===== src/rtl/uart_tmr_pkg.sv =====
package uart_tmr_pkg;

    // Receiver activity phase
    typedef enum logic {
        PH_IDLE = 1'b0,
        PH_RUN  = 1'b1
    } rx_phase_e;

    // Two-of-three majority
    function automatic logic vote3(input logic a, input logic b, input logic c);
        return (a & b) | (a & c) | (b & c);
    endfunction

endpackage


===== src/rtl/uart_baud_mux.sv =====
module uart_baud_mux (
    input  logic clk,
    input  logic rst_n,
    input  logic t1_ovf,
    input  logic t2_ovf,
    input  logic dbl,
    input  logic tx_sel2,
    input  logic rx_sel2,
    output logic tx_tick,
    output logic rx_tick
);
    localparam int N_DIR = 2;

    typedef struct packed {
        logic half;
    } div_t;

    div_t div_q, div_d;
    logic t1_rate;
    logic [N_DIR-1:0] dir_sel;
    logic [N_DIR-1:0] dir_tick;

    always_comb begin
        div_d = div_q;
        if (t1_ovf) begin
            div_d.half = ~div_q.half;
        end
    end

    always_ff @(posedge clk or negedge rst_n) begin
        if (!rst_n) begin
            div_q <= '0;
        end else begin
            div_q <= div_d;
        end
    end

    // Halving passes every second first-timer pulse unless doubling is on
    assign t1_rate = t1_ovf & (dbl | div_q.half);
    assign dir_sel = {rx_sel2, tx_sel2};

    for (genvar g = 0; g < N_DIR; g++) begin : g_dir
        assign dir_tick[g] = dir_sel[g] ? t2_ovf : t1_rate;
    end

    assign tx_tick = dir_tick[0];
    assign rx_tick = dir_tick[1];
endmodule


===== src/rtl/uart_tx_eng.sv =====
module uart_tx_eng #(
    parameter int DATA_W = 8,
    parameter int OVS    = 16
) (
    input  logic              clk,
    input  logic              rst_n,
    input  logic              tick,
    input  logic              start,
    input  logic [DATA_W-1:0] data,
    output logic              txd,
    output logic              done
);
    localparam int FRAME_W = DATA_W + 2;
    localparam int CNT_W   = $clog2(OVS);
    localparam int BIT_W   = $clog2(FRAME_W + 1);

    typedef struct packed {
        logic               busy;
        logic [FRAME_W-1:0] sh;
        logic [CNT_W-1:0]   cnt;
        logic [BIT_W-1:0]   idx;
    } tx_st_t;

    tx_st_t q, d;

    always_comb begin
        d    = q;
        done = 1'b0;
        if (!q.busy) begin
            if (start) begin
                d.busy = 1'b1;
                d.sh   = {1'b1, data, 1'b0};
                d.cnt  = '0;
                d.idx  = '0;
            end
        end else if (tick) begin
            if (q.cnt == CNT_W'(OVS - 1)) begin
                d.cnt = '0;
                d.sh  = {1'b1, q.sh[FRAME_W-1:1]};
                if (q.idx == BIT_W'(FRAME_W - 1)) begin
                    d.busy = 1'b0;
                    done   = 1'b1;
                end else begin
                    d.idx = q.idx + 1'b1;
                end
            end else begin
                d.cnt = q.cnt + 1'b1;
            end
        end
    end

    always_ff @(posedge clk or negedge rst_n) begin
        if (!rst_n) begin
            q.busy <= 1'b0;
            q.sh   <= '1;
            q.cnt  <= '0;
            q.idx  <= '0;
        end else begin
            q <= d;
        end
    end

    assign txd = q.sh[0];
endmodule


===== src/rtl/uart_rx_eng.sv =====
module uart_rx_eng
    import uart_tmr_pkg::*;
#(
    parameter int DATA_W = 8,
    parameter int OVS    = 16
) (
    input  logic              clk,
    input  logic              rst_n,
    input  logic              tick,
    input  logic              rxd,
    input  logic              rx_en,
    input  logic              ri,
    output logic              load,
    output logic [DATA_W-1:0] data,
    output logic              stop
);
    localparam int FRAME_W = DATA_W + 2;
    localparam int CNT_W   = $clog2(OVS);
    localparam int BIT_W   = $clog2(FRAME_W + 1);
    localparam int SMP_B   = OVS / 2;
    localparam int SMP_A   = SMP_B - 1;
    localparam int SMP_C   = SMP_B + 1;

    typedef struct packed {
        logic              s1;
        logic              s2;
        logic              prev;
        rx_phase_e         phase;
        logic [CNT_W-1:0]  cnt;
        logic [BIT_W-1:0]  idx;
        logic [1:0]        v;
        logic [DATA_W-1:0] sh;
    } rx_st_t;

    rx_st_t q, d;
    logic   bitv;

    always_comb begin
        d      = q;
        d.s1   = rxd;
        d.s2   = q.s1;
        d.prev = q.s2;
        load   = 1'b0;
        stop   = 1'b0;
        bitv   = vote3(q.v[0], q.v[1], q.s2);
        data   = q.sh;
        case (q.phase)
            PH_IDLE: begin
                if (rx_en && q.prev && !q.s2) begin
                    d.phase = PH_RUN;
                    d.cnt   = '0;
                    d.idx   = '0;
                end
            end
            default: begin
                if (tick) begin
                    if (q.cnt == CNT_W'(OVS - 1)) begin
                        d.cnt = '0;
                        d.idx = q.idx + 1'b1;
                    end else begin
                        d.cnt = q.cnt + 1'b1;
                    end
                    if (q.cnt == CNT_W'(SMP_A)) d.v[0] = q.s2;
                    if (q.cnt == CNT_W'(SMP_B)) d.v[1] = q.s2;
                    if (q.cnt == CNT_W'(SMP_C)) begin
                        if (q.idx == '0) begin
                            if (bitv) d.phase = PH_IDLE;
                        end else if (q.idx == BIT_W'(FRAME_W - 1)) begin
                            d.phase = PH_IDLE;
                            stop    = bitv;
                            load    = rx_en & ~ri;
                        end else begin
                            d.sh = {bitv, q.sh[DATA_W-1:1]};
                        end
                    end
                end
            end
        endcase
    end

    always_ff @(posedge clk or negedge rst_n) begin
        if (!rst_n) begin
            q.s1    <= 1'b1;
            q.s2    <= 1'b1;
            q.prev  <= 1'b1;
            q.phase <= PH_IDLE;
            q.cnt   <= '0;
            q.idx   <= '0;
            q.v     <= '0;
            q.sh    <= '0;
        end else begin
            q <= d;
        end
    end
endmodule


===== src/rtl/uart_tmr_chan.sv =====
module uart_tmr_chan #(
    parameter int DATA_W = 8,
    parameter int OVS    = 16
) (
    input  logic              clk,
    input  logic              rst_n,
    input  logic              t1_ovf,
    input  logic              t2_ovf,
    input  logic              dbl,
    input  logic              tx_sel2,
    input  logic              rx_sel2,
    input  logic              rx_en,
    input  logic              wr_stb,
    input  logic [DATA_W-1:0] wr_data,
    input  logic              ti_clr,
    input  logic              ri_clr,
    input  logic              rxd,
    output logic              txd,
    output logic [DATA_W-1:0] rd_data,
    output logic              stop_bit,
    output logic              ti,
    output logic              ri
);
    typedef struct packed {
        logic              ti;
        logic              ri;
        logic              stopb;
        logic [DATA_W-1:0] rbuf;
    } flag_t;

    flag_t f_q, f_d;

    logic              tx_tick, rx_tick;
    logic              tx_done, rx_load, rx_stop;
    logic [DATA_W-1:0] rx_byte;

    uart_baud_mux u_baud (
        .clk     (clk),
        .rst_n   (rst_n),
        .t1_ovf  (t1_ovf),
        .t2_ovf  (t2_ovf),
        .dbl     (dbl),
        .tx_sel2 (tx_sel2),
        .rx_sel2 (rx_sel2),
        .tx_tick (tx_tick),
        .rx_tick (rx_tick)
    );

    uart_tx_eng #(.DATA_W(DATA_W), .OVS(OVS)) u_tx (
        .clk   (clk),
        .rst_n (rst_n),
        .tick  (tx_tick),
        .start (wr_stb),
        .data  (wr_data),
        .txd   (txd),
        .done  (tx_done)
    );

    uart_rx_eng #(.DATA_W(DATA_W), .OVS(OVS)) u_rx (
        .clk   (clk),
        .rst_n (rst_n),
        .tick  (rx_tick),
        .rxd   (rxd),
        .rx_en (rx_en),
        .ri    (f_q.ri),
        .load  (rx_load),
        .data  (rx_byte),
        .stop  (rx_stop)
    );

    always_comb begin
        f_d = f_q;
        if (tx_done) begin
            f_d.ti = 1'b1;
        end else if (ti_clr) begin
            f_d.ti = 1'b0;
        end
        if (rx_load) begin
            f_d.ri    = 1'b1;
            f_d.rbuf  = rx_byte;
            f_d.stopb = rx_stop;
        end else if (ri_clr) begin
            f_d.ri = 1'b0;
        end
    end

    always_ff @(posedge clk or negedge rst_n) begin
        if (!rst_n) begin
            f_q <= '0;
        end else begin
            f_q <= f_d;
        end
    end

    assign ti       = f_q.ti;
    assign ri       = f_q.ri;
    assign stop_bit = f_q.stopb;
    assign rd_data  = f_q.rbuf;
endmodule


===== config.mk =====
export PLATFORM = sky130hd
export DESIGN_NAME = uart_tmr_chan
export DESIGN_NICKNAME = d
export VERILOG_FILES = /design/src/rtl/uart_tmr_pkg.sv /design/src/rtl/uart_baud_mux.sv /design/src/rtl/uart_tx_eng.sv /design/src/rtl/uart_rx_eng.sv /design/src/rtl/uart_tmr_chan.sv
export SDC_FILE = /design/constraint.sdc
export NUM_CORES = 1
export LEC_CHECK = 0
export ABC_AREA = 0
export BUFFER_PORTS_ARGS = -buffer_cell sky130_fd_sc_hd__buf_2
export CAP_MARGIN = 20
export CORE_ASPECT_RATIO = 0.6
export CORE_MARGIN = 2
export CORE_UTILIZATION = 45
export DETAILED_ROUTE_END_ITERATION = 8
export SLEW_MARGIN = 20
export SYNTH_ARGS = -nofsm -noshare
export SYNTH_HDL_FRONTEND = slang
export SYNTH_SLANG_ARGS = --single-unit

===== constraint.sdc =====
create_clock -name clk -period 3.25 [get_ports clk]
set_clock_uncertainty 0.1 [all_clocks]
set_input_delay 0.65 -clock clk [delete_from_list [all_inputs] [get_ports clk]]
set_output_delay 0.65 -clock clk [all_outputs]
set_load 0.1 [all_outputs]

==> results.cfg <==
[cells_and_area]
fin_cells = 331
fill_cells = 493
syn2layout_area_growth_pct = 12.6
fin_area_um2 = 2930
ff_latch_area_um2 = 1340
multi_input_area_um2 = 1180
final_nets = 279
layout-drive-gt1-share_pct = 33.5
n_antenna_cell = 0

[clock_tree]
cts_root_buf = clkbuf_8
cts_resized = 0
clock_path_buffers = 2
clkSinkCount = 53
cts.clk_slew.worst_paths_ns = 0.11
cts_buffers = 5
worst_skew_pair.late_latency_ns = 0.31
htreeDepth = 2
postCtsSetupBuffers = 0
cts_tree = built
postCtsHoldBufs = 0

[critical_path]
crit_start = u_tx.txd$_DFFE_PN1P_
rr_endpoint = u_tx.q[2]$_DFFE_PN0P_
cpMaxStageDelayCell = dfstp_2
endpoint = txd
arrival_ns = 1.27
endpoint_kind = output pin
r2r_slack_ns = 1.31
r2r_cells = 3
critical_path_class = reg -> out
worstPathMaxFanout = 2
r2r-start = u_tx.q[18]$_DFF_PN0_
crit_cells = 1
crit_buf_inv = 1
slowest_delay_ns = 0.54
worst_setup_path_start_kind = flip-flop
path_cells = buf_2
cp.required_ns = 2.50
path_delay_family = flip-flops

[power]
p_leak_nw = 1.36
peakVddDrop_mv = 0.247
power_density_nw_per_um2 = 637
p_total_w = 0.00187

[timing]
setup_viol = 0
slew_headroom_pct = 47.8
slew_violations = 0
layout_setup_ws_ns = 1.23
hold_viol = 0
rsz0062_at_grt = no
worst_slew_pin_slew_ns = 0.781
timing.final.crit_share_pct = 62.2
fmax_mhz = 495
tns_ns = 0
post-route-min-period_ns = 2.02

[run]
max_cap_violations = 0

[placed_design]
gp_congestion = 0.853
place_area_um2 = 2840
place_hpwl_um = 3620
dp_slack_ns = 1.12
portBuffers = 31
dpl.cell_count = 323

[synth]
yosysWarningCount = 0
synth_commonest_cells = 40 x dfrtp_1, 20 x mux2_2, 13 x dfstp_2, 13 x nand2_1
synth_edf_count = 0
yosysTopAreaCell = dfrtp_1
synth_seq_cells = 53
synthDistinctLibCells = 45
netlist_instances = 216
syn_nets = 245
synth_ff_type = dfrtp_1
seq_area_frac_synth_pct = 51.5
syn_area_um2 = 2600
synth_area_leaders = dfrtp_1 38%, dfstp_2 13%, mux2_2 8.6%
synthArstFlopShare_pct = 100
synth_most_common_cell = dfrtp_1
avgSynthCellArea_um2 = 12.1
netlist.area_leader.share_pct = 38.4

[detailed_routing]
wl_per_cell_um = 14.8
ant_nets = 0
drtIter0Drc = 78
routed_via_density = 5.51
drc = 0
vias = 1823
routed_wl_um = 4900
drtPass1Iterations = 6

[grt]
grt_pass1_wl_um = 8670
grt_use_met3_pct = 4.92
grt_pass1_vias = 1755
grt-busiest-layer = met1
grt_usage_pct = 17.4
met2_usage_pct = 22.5
overflow = 0
grtUsageMet1_pct = 27.8
grt_max_degree = 22
grt_antenna_before_repair = 0

[floorplanning]
die_y_um = 62.9
die-area_um2 = 6430
dieWidth_um = 102
core.rowCount = 21
core_area_um2 = 5570
ios = 32
initial_utilization_pct = 46.8

[hold_path]
hold_path_class = in -> async

[status]
outcome = complete, no violations
-- power breakdown --
group          total [W]  switching [W]  internal (W)
Clock           0.000406       0.000245      0.000162
Sequential       0.00101       0.000157      0.000850
Combinational   0.000455       0.000230      0.000225
-- how the worst min path moves through the flow --
| stage | cells past startpoint | slack (ns) | start | to |
|---|---|---|---|---|
| after detailed placement | 0 | 0.25 | u_rx.d[20]$_DFF_PN1_ | u_rx.d[19]$_DFF_PN1_ |
| after global routing | 1 | 0.17 | rst_n | u_tx.q[2]$_DFFE_PN0P_ |
| after global placement | 0 | 0.25 | u_rx.d[20]$_DFF_PN1_ | u_rx.d[19]$_DFF_PN1_ |
| after CTS | 1 | 0.16 | rst_n | u_tx.q[2]$_DFFE_PN0P_ |
| after floorplan | 0 | 0.25 | rst_n | rd_data[0]$_DFFE_PN0P_ |
| final | 1 | 0.14 | rst_n | u_tx.q[2]$_DFFE_PN0P_ |
-- through the flow --
step	hold slack, ns	util [%]
after detailed placement	0.248	50.9
after global routing	0.169	52.7
final	0.140	52.7
after floorplan	0.245	-
after CTS	0.158	52.7
after global placement	0.248	50.9
-- registers in the layout (all words and copies together) (netlist names) --
signal        flops
u_rx.data         8
u_tx.txd          1
ri                1
ti                1
stop_bit          1
u_baud.div_q      1
u_rx.q           12
u_tx.q           18
u_rx.d            2
rd_data           8
-- metal layers --
layer / routed length, µm / share of wire [%] / up-vias
met3: 293 / 6.0 / 7
met5: 0 / 0 / -
met4: 55 / 1.1 / 0
met2: 1870 / 38 / 52
met1: 2680 / 55 / 886
li1: - / - / 878
-- cell type report --
class / count / area share (%)
Sequential cell: 53 / 45.8
Multi-Input combinational cell: 147 / 40.4
Timing Repair Buffer: 33 / 5.80
Tap cell: 80 / 3.41
Clock buffer: 5 / 2.35
Inverter: 10 / 1.28
Clock inverter: 3 / 0.981
-- cell families after synthesis --
family                     synth area share, %
AOI/OAI and AO/OA                         14.4
xor gates and xnor gates                 0.336
adders and majority gates                 4.71
buffers and inverters                     2.98
DFF                                       51.5
muxes                                     9.41
and+or+nand+nor                           16.6
-- cell usage in the layout, fill, tap and decap left out, types with 9 or more instances in the layout --
master	count
nand3_1	10
a221o_1	9
buf_2	31
dfrtp_1	40
inv_1	10
o21ai_0	11
and3_1	11
nand2_1	13
dfstp_2	13
mux2_2	20
ha_1	9
No activity file was read; power rests on OpenSTA's default activity.
